### config.mk
export PLATFORM = sky130hd
export DESIGN_NAME = isa_io_window
export DESIGN_NICKNAME = d
export VERILOG_FILES = /design/src/rtl/iowin_pkg.sv /design/src/rtl/iowin_decode.sv /design/src/rtl/iowin_xlate.sv /design/src/rtl/iowin_lanes.sv /design/src/rtl/iowin_ctrl.sv /design/src/rtl/isa_io_window.sv
export SDC_FILE = /design/constraint.sdc
export NUM_CORES = 1
export LEC_CHECK = 0
export ABC_AREA = 1
export CAP_MARGIN = 20
export CELL_PAD_IN_SITES_DETAIL_PLACEMENT = 2
export CELL_PAD_IN_SITES_GLOBAL_PLACEMENT = 2
export CORE_MARGIN = 2
export CORE_UTILIZATION = 22
export DETAILED_ROUTE_END_ITERATION = 8
export GPL_TIMING_DRIVEN = 0
export PLACE_DENSITY_LB_ADDON = 0.1
export SYNTH_ARGS = -nofsm -noshare
export SYNTH_HDL_FRONTEND = slang
export SYNTH_HIERARCHICAL = 1
export SYNTH_SLANG_ARGS = --single-unit
### constraint.sdc
create_clock -name clk -period 1.4 [get_ports clk]
set_input_delay 0.28 -clock clk [delete_from_list [all_inputs] [get_ports clk]]
set_output_delay 0.28 -clock clk [all_outputs]
set_load 0.005 [all_outputs]
### src/rtl/iowin_pkg.sv
package iowin_pkg;

   localparam int SIZE_W = 2;

   typedef enum logic [SIZE_W-1:0] {
      SZ_BYTE = 2'd0,
      SZ_HALF = 2'd1,
      SZ_WORD = 2'd2,
      SZ_WIDE = 2'd3
   } acc_size_e;

   typedef enum logic {
      ST_IDLE = 1'b0,
      ST_WAIT = 1'b1
   } xfer_state_e;

   typedef struct packed {
      logic      we;
      acc_size_e size;
   } acc_attr_t;

   // Number of byte lanes an access of the given size touches.
   function automatic int unsigned lane_count(input logic [SIZE_W-1:0] sz);
      case (sz)
         SZ_BYTE: lane_count = 1;
         SZ_HALF: lane_count = 2;
         default: lane_count = 4;
      endcase
   endfunction

endpackage

### src/rtl/iowin_decode.sv
module iowin_decode #(
   parameter int                ADDR_W   = 32,
   parameter int                OFS_W    = 23,
   parameter logic [ADDR_W-1:0] WIN_BASE = 32'h8000_0000
) (
   input  logic [ADDR_W-1:0] addr,
   output logic              hit,
   output logic [OFS_W-1:0]  ofs
);

   localparam int TAG_W = ADDR_W - OFS_W;
   localparam logic [TAG_W-1:0] BASE_TAG = WIN_BASE[ADDR_W-1:OFS_W];

   // Window is naturally aligned, so a tag compare is the full range test.
   assign hit = (addr[ADDR_W-1:OFS_W] == BASE_TAG);
   assign ofs = addr[OFS_W-1:0];

endmodule

### src/rtl/iowin_xlate.sv
module iowin_xlate #(
   parameter int OFS_W     = 23,
   parameter int PORT_W    = 16,
   parameter int PAGE_LSB  = 12,
   parameter int KEEP_LO   = 5,
   parameter bit SPARSE_EN = 1'b1
) (
   input  logic [OFS_W-1:0]  ofs,
   input  logic              sparse_mode,
   output logic [PORT_W-1:0] port
);

   logic [PORT_W-1:0] flat_port;

   assign flat_port = ofs[PORT_W-1:0];

   generate
      if (SPARSE_EN) begin : g_two_maps
         logic [PORT_W-1:0] paged_port;
         // Page number lands directly above the kept low bits.
         assign paged_port = {ofs[OFS_W-1:PAGE_LSB], ofs[KEEP_LO-1:0]};
         assign port       = sparse_mode ? paged_port : flat_port;
      end else begin : g_flat_only
         logic unused_mode;
         logic [OFS_W-PORT_W-1:0] unused_hi;
         assign unused_mode = sparse_mode;
         assign unused_hi   = ofs[OFS_W-1:PORT_W];
         assign port        = flat_port;
      end
   endgenerate

endmodule

### src/rtl/iowin_lanes.sv
module iowin_lanes
   import iowin_pkg::*;
#(
   parameter int DATA_W = 32
) (
   input  logic [SIZE_W-1:0] size,
   input  logic [DATA_W-1:0] din,
   output logic [DATA_W-1:0] dout
);

   localparam int LANES = DATA_W / 8;

   logic [LANES-1:0] lane_en;

   generate
      for (genvar j = 0; j < LANES; j++) begin : g_lane
         localparam int unsigned LANE_IDX = j;
         assign lane_en[j]       = (LANE_IDX < lane_count(size));
         assign dout[j*8 +: 8]   = lane_en[j] ? din[j*8 +: 8] : 8'h00;
      end
   endgenerate

endmodule

### src/rtl/iowin_ctrl.sv
module iowin_ctrl
   import iowin_pkg::*;
#(
   parameter int PORT_W = 16,
   parameter int DATA_W = 32
) (
   input  logic              clk,
   input  logic              rst_n,
   input  logic              cpu_req,
   input  logic              win_hit,
   input  acc_attr_t         attr_in,
   input  logic [PORT_W-1:0] port_in,
   input  logic [DATA_W-1:0] wdata_in,
   input  logic              io_done,
   input  logic [DATA_W-1:0] rdata_in,
   output logic              accept,
   output logic              io_open,
   output acc_attr_t         attr_q,
   output logic [PORT_W-1:0] port_q,
   output logic [DATA_W-1:0] wdata_q,
   output logic              ready_q,
   output logic [DATA_W-1:0] rdata_q
);

   xfer_state_e state;

   assign accept  = cpu_req && win_hit && (state == ST_IDLE);
   assign io_open = (state == ST_WAIT);

   always_ff @(posedge clk or negedge rst_n) begin
      if (!rst_n) begin
         state   <= ST_IDLE;
         attr_q  <= '0;
         port_q  <= '0;
         wdata_q <= '0;
         ready_q <= 1'b0;
         rdata_q <= '0;
      end else begin
         ready_q <= 1'b0;
         unique case (state)
            ST_IDLE: begin
               if (accept) begin
                  state   <= ST_WAIT;
                  attr_q  <= attr_in;
                  port_q  <= port_in;
                  wdata_q <= wdata_in;
               end
            end
            ST_WAIT: begin
               if (io_done) begin
                  state   <= ST_IDLE;
                  ready_q <= 1'b1;
                  rdata_q <= rdata_in;
               end
            end
            default: state <= ST_IDLE;
         endcase
      end
   end

endmodule

### src/rtl/isa_io_window.sv
module isa_io_window
   import iowin_pkg::*;
#(
   parameter int                ADDR_W    = 32,
   parameter int                DATA_W    = 32,
   parameter int                PORT_W    = 16,
   parameter logic [ADDR_W-1:0] WIN_BASE  = 32'h8000_0000,
   parameter logic [ADDR_W-1:0] WIN_BYTES = 32'h0080_0000,
   parameter int                PAGE_LSB  = 12,
   parameter int                KEEP_LO   = 5,
   parameter bit                SPARSE_EN = 1'b1
) (
   input  logic                clk,
   input  logic                rst_n,
   input  logic                map_sel,
   input  logic                cpu_req,
   input  logic                cpu_we,
   input  logic [SIZE_W-1:0]   cpu_size,
   input  logic [ADDR_W-1:0]   cpu_addr,
   input  logic [DATA_W-1:0]   cpu_wdata,
   output logic                cpu_claim,
   output logic                cpu_ready,
   output logic [DATA_W-1:0]   cpu_rdata,
   output logic                isa_req,
   output logic                isa_we,
   output logic [SIZE_W-1:0]   isa_size,
   output logic [PORT_W-1:0]   isa_port,
   output logic [DATA_W-1:0]   isa_wdata,
   input  logic                isa_done,
   input  logic [DATA_W-1:0]   isa_rdata
);

   localparam int OFS_W     = $clog2(WIN_BYTES);
   localparam int PAGED_W   = OFS_W - PAGE_LSB + KEEP_LO;

   // Elaboration-time parameter checks
   generate
      if ((WIN_BYTES & (WIN_BYTES - 1'b1)) != '0) begin : g_chk_pow2
         $error("isa_io_window: WIN_BYTES must be a power of two");
      end
      if ((WIN_BASE & (WIN_BYTES - 1'b1)) != '0) begin : g_chk_align
         $error("isa_io_window: WIN_BASE must be aligned to WIN_BYTES");
      end
      if (OFS_W < PORT_W || OFS_W >= ADDR_W) begin : g_chk_ofs
         $error("isa_io_window: window offset width out of range");
      end
      if (DATA_W < 32 || (DATA_W % 8) != 0) begin : g_chk_data
         $error("isa_io_window: DATA_W must be a byte multiple of at least 32");
      end
      if (SPARSE_EN && (PAGED_W != PORT_W || KEEP_LO > PAGE_LSB)) begin : g_chk_paged
         $error("isa_io_window: paged map does not fill the port width");
      end
   endgenerate

   logic              win_hit;
   logic [OFS_W-1:0]  win_ofs;
   logic [PORT_W-1:0] xl_port;
   logic [DATA_W-1:0] wdata_mask;
   logic [DATA_W-1:0] rdata_mask;
   acc_attr_t         attr_in;
   acc_attr_t         attr_q;

   assign attr_in.we   = cpu_we;
   assign attr_in.size = acc_size_e'(cpu_size);

   iowin_decode #(
      .ADDR_W   (ADDR_W),
      .OFS_W    (OFS_W),
      .WIN_BASE (WIN_BASE)
   ) u_decode (
      .addr (cpu_addr),
      .hit  (win_hit),
      .ofs  (win_ofs)
   );

   iowin_xlate #(
      .OFS_W     (OFS_W),
      .PORT_W    (PORT_W),
      .PAGE_LSB  (PAGE_LSB),
      .KEEP_LO   (KEEP_LO),
      .SPARSE_EN (SPARSE_EN)
   ) u_xlate (
      .ofs         (win_ofs),
      .sparse_mode (map_sel),
      .port        (xl_port)
   );

   iowin_lanes #(.DATA_W(DATA_W)) u_wlanes (
      .size (cpu_size),
      .din  (cpu_wdata),
      .dout (wdata_mask)
   );

   iowin_lanes #(.DATA_W(DATA_W)) u_rlanes (
      .size (isa_size),
      .din  (isa_rdata),
      .dout (rdata_mask)
   );

   iowin_ctrl #(
      .PORT_W (PORT_W),
      .DATA_W (DATA_W)
   ) u_ctrl (
      .clk      (clk),
      .rst_n    (rst_n),
      .cpu_req  (cpu_req),
      .win_hit  (win_hit),
      .attr_in  (attr_in),
      .port_in  (xl_port),
      .wdata_in (wdata_mask),
      .io_done  (isa_done),
      .rdata_in (rdata_mask),
      .accept   (cpu_claim),
      .io_open  (isa_req),
      .attr_q   (attr_q),
      .port_q   (isa_port),
      .wdata_q  (isa_wdata),
      .ready_q  (cpu_ready),
      .rdata_q  (cpu_rdata)
   );

   assign isa_we   = attr_q.we;
   assign isa_size = attr_q.size;

endmodule

==> run summary <==
worst reg2reg path startpoint: u_ctrl/attr_q[1]
share of layout cells above drive strength 1: 15.66%
Final Hold Violating Endpoints: 0
sequential area share after synthesis: 49.93%
Die ar.: 0.02049 mm²
final hold slack: 0.1252 ns
PD cells: 869.0 mW/mm²
io pins: 190
Worst Hold Path EP: u_ctrl/rdata_q[2]
top post-synthesis cells by area: dfrtp_1 50%, nand2_1 22%, nand4_1 7.5%
period utilization: 98.00%
GRT overflow: 0
worst hold path class: in2reg
H-tree levels: 3
clock buffer count from CTS: 9
PortBufs: 149
Fmax: 0.7288 GHz
TritonCTS clock tree: yes
DRT Wirelength: 15300 µm
# clock sinks: 85
Worst setup EP type: output port
cell type with the largest total area after synthesis: dfrtp_1
Main synth FF type: dfrtp_1
fin area: 0.006426 mm²
Hold Startpoint: isa_rdata[2]
Sw Share: 25.59%
post-synthesis cell count: 565
Slew HR: 65.67%
vias: 4173
FF-to-FF path depth: 7
Synth-to-Final Area Change: 50.84%
CORE AREA: 0.01883 mm²
global-route wire length before repair: 24500 µm
Yosys reg bits: 85
status: completed
Hold Path Stages: 3
Crit-path slowest cell: dfrtp_1
fin util: 34.13%
FF-to-FF End: u_ctrl/rdata_q[20]
Clock Power Share: 42.5%
Chip Height: 143.2 µm
top cell type's share of synthesized area: 49.93%
DR WL/cell: 15.20 µm
ys async rst share: 100.0%
DR vias/cell: 4.144
Startpoint Class: flop
die span in x: 143.2 µm
Critical Path RT: 1.12 ns
Peak VDD IR: 0.5103 mV
vias in the first global route: 4656
critical path class: reg2out
critical path, cell by cell: inv_4, nand3_4, inv_2, buf_6
WP data arrival: 1.09 ns
drt pass-1 iters: 4
max-slew violation count: 0
ant diodes: 0
Root Driver: clkbuf_16
RSZ-0062 raised after global routing: true
Unique masters post-synth: 16
Initial DRC Count: 86
max_cap viols: 0
Avg Inst Size Synth: 7.540 µm²
Post-synth EDFFs: 0
Nets: 848
r2r setup slk: 0.06 ns
Setup Viol. Count Final: 0
Slew @ Worst Pin: 0.5149 ns
# DRC: 0
antenna-violating nets left: 0
initial core utilization: 22.62%
initial antenna violation count: 1
Reg clk slew, reported paths: 0.07 ns
post-synthesis cell area: 0.004260 mm²
Logic pwr share: 12.0%
Post-DP Area: 0.006102 mm²
Final HPWL DP: 11620 µm
critical path's largest stage delay: 0.41 ns
Clock Latency Late Sink: 0.35 ns
Commonest cells post-synth: 250 x nand2_1, 85 x dfrtp_1, 55 x inv_1
yosys synthesis warning count: 6
clock skew: 0.007124 ns
Internal Power: 0.004155 W
leakage power: 3.896 nW
CP Launch Point: u_ctrl/io_open
count leader, synth: nand2_1
GRT Total Usage: 15.51%
min Tclk post-route: 1.372 ns
largest net degree at the start of global routing: 52
setup_tns: 0 ns
Clock Tree Buf Depth: 2
FP Rows: 50
Syn Nets: 671
sequential power share: 45.5%
GP Congestion: 0.7309
crit path max fanout: 5
net switching power: 0.001429 W
-- metal layers --
metal  share of wire, %  vias to the layer above  global-route usage (%)  wire length (µm)
li1                   -                     2048                       -                 -
met1                 42                     1994                   18.21              6444
met2                 50                      116                   27.65              7724
met3                5.8                       15                   3.924               894
met4                1.6                        0                   4.898               238
met5                  0                        -                       0                 0
-- power groups by stage --
stage / registers, W / logic [W] / clock network [W]
2_1_floorplan: 0.00259 / 0.000259 / 0
3_3_place_gp: 0.00259 / 0.000677 / 0
3_5_place_dp: 0.00259 / 0.000701 / 0
4_1_cts: 0.00254 / 0.000682 / 0.00250
5_1_grt: 0.00255 / 0.000757 / 0.00259
6_report: 0.00254 / 0.000673 / 0.00237
-- worst max-delay path, delay by kind of cell (launching register included) --
family / cells / cell delay, ns
buf+inv: 3 / 0.24
simple gates: 1 / 0.09
flops: 1 / 0.41
-- layout by cell type (no fill, tap or decap), types with 3 or more instances in the layout --
cell type,n
buf_2,28
buf_4,48
buf_6,3
clkbuf_1,16
clkbuf_16,9
clkbuf_2,5
clkdlybuf4s15_1,4
clkdlybuf4s50_1,51
dfrtp_1,83
dlygate4sd2_1,87
inv_1,54
inv_6,4
nand2_1,250
nand4_1,51
nor2_1,28
nor2_2,8
-- cell families after synthesis --
kind of cell | after synthesis | synth area share, %
adder cells (fa/ha/maj) | 2 | 0.5873
buffers and inverters | 135 | 15.62
AO/OA/AOI/OAI | 1 | 0.1174
flip-flops | 85 | 49.93
AND/OR/NAND/NOR | 342 | 33.74
-- timing repair --
action                                  in CTS  in global routing
setup buffers                               14                  2
hold buffers                                 1                  0
pin swaps                                    8                  6
endpoints found under the hold margin       34                  0
endpoints found under the setup margin     154                 51
gates resized for setup                    110                 24
-- registers in the layout, indices dropped and copies added (netlist names) --
signal	flops
u_ctrl/io_open	1
u_ctrl/port_q	16
u_ctrl/rdata_q	32
u_ctrl/ready_q	1
u_ctrl/wdata_q	32
u_ctrl/attr_q	3
-- how the worst max path moves through the flow --
stage / to / slack (ns) / cells after the start
floorplan: u_ctrl/rdata_q[16] / 0.07 / 7
global placement: u_ctrl/port_q[1] / -3.40 / 1
detailed placement: cpu_claim / -1.24 / 9
CTS: cpu_claim / -0.18 / 9
global route: cpu_claim / -0.06 / 4
finish: cpu_claim / 0.03 / 4
-- area by class of cell --
class / instances / area (µm²)
multi-input combinational: 345 / 1495
fill: 2194 / 12400
tap: 260 / 325.3
inverter: 57 / 216.5
clock inverter: 6 / 51.30
sequential: 85 / 2130
timing repair buffer: 167 / 1514
buffer: 77 / 455.4
clock buffer: 10 / 239.0
-- per-stage QoR --
step           cells  power, W  worst slack (ns)
2_1_floorplan    565  0.002850           0.07457
3_3_place_gp     974  0.003266            -3.400
3_5_place_dp     975  0.003291            -1.236
4_1_cts         1006  0.005720           -0.1826
5_1_grt         1007  0.005899          -0.05889
6_report        1007  0.005584           0.02796
Note: power is estimated with default switching activity, not from simulation.
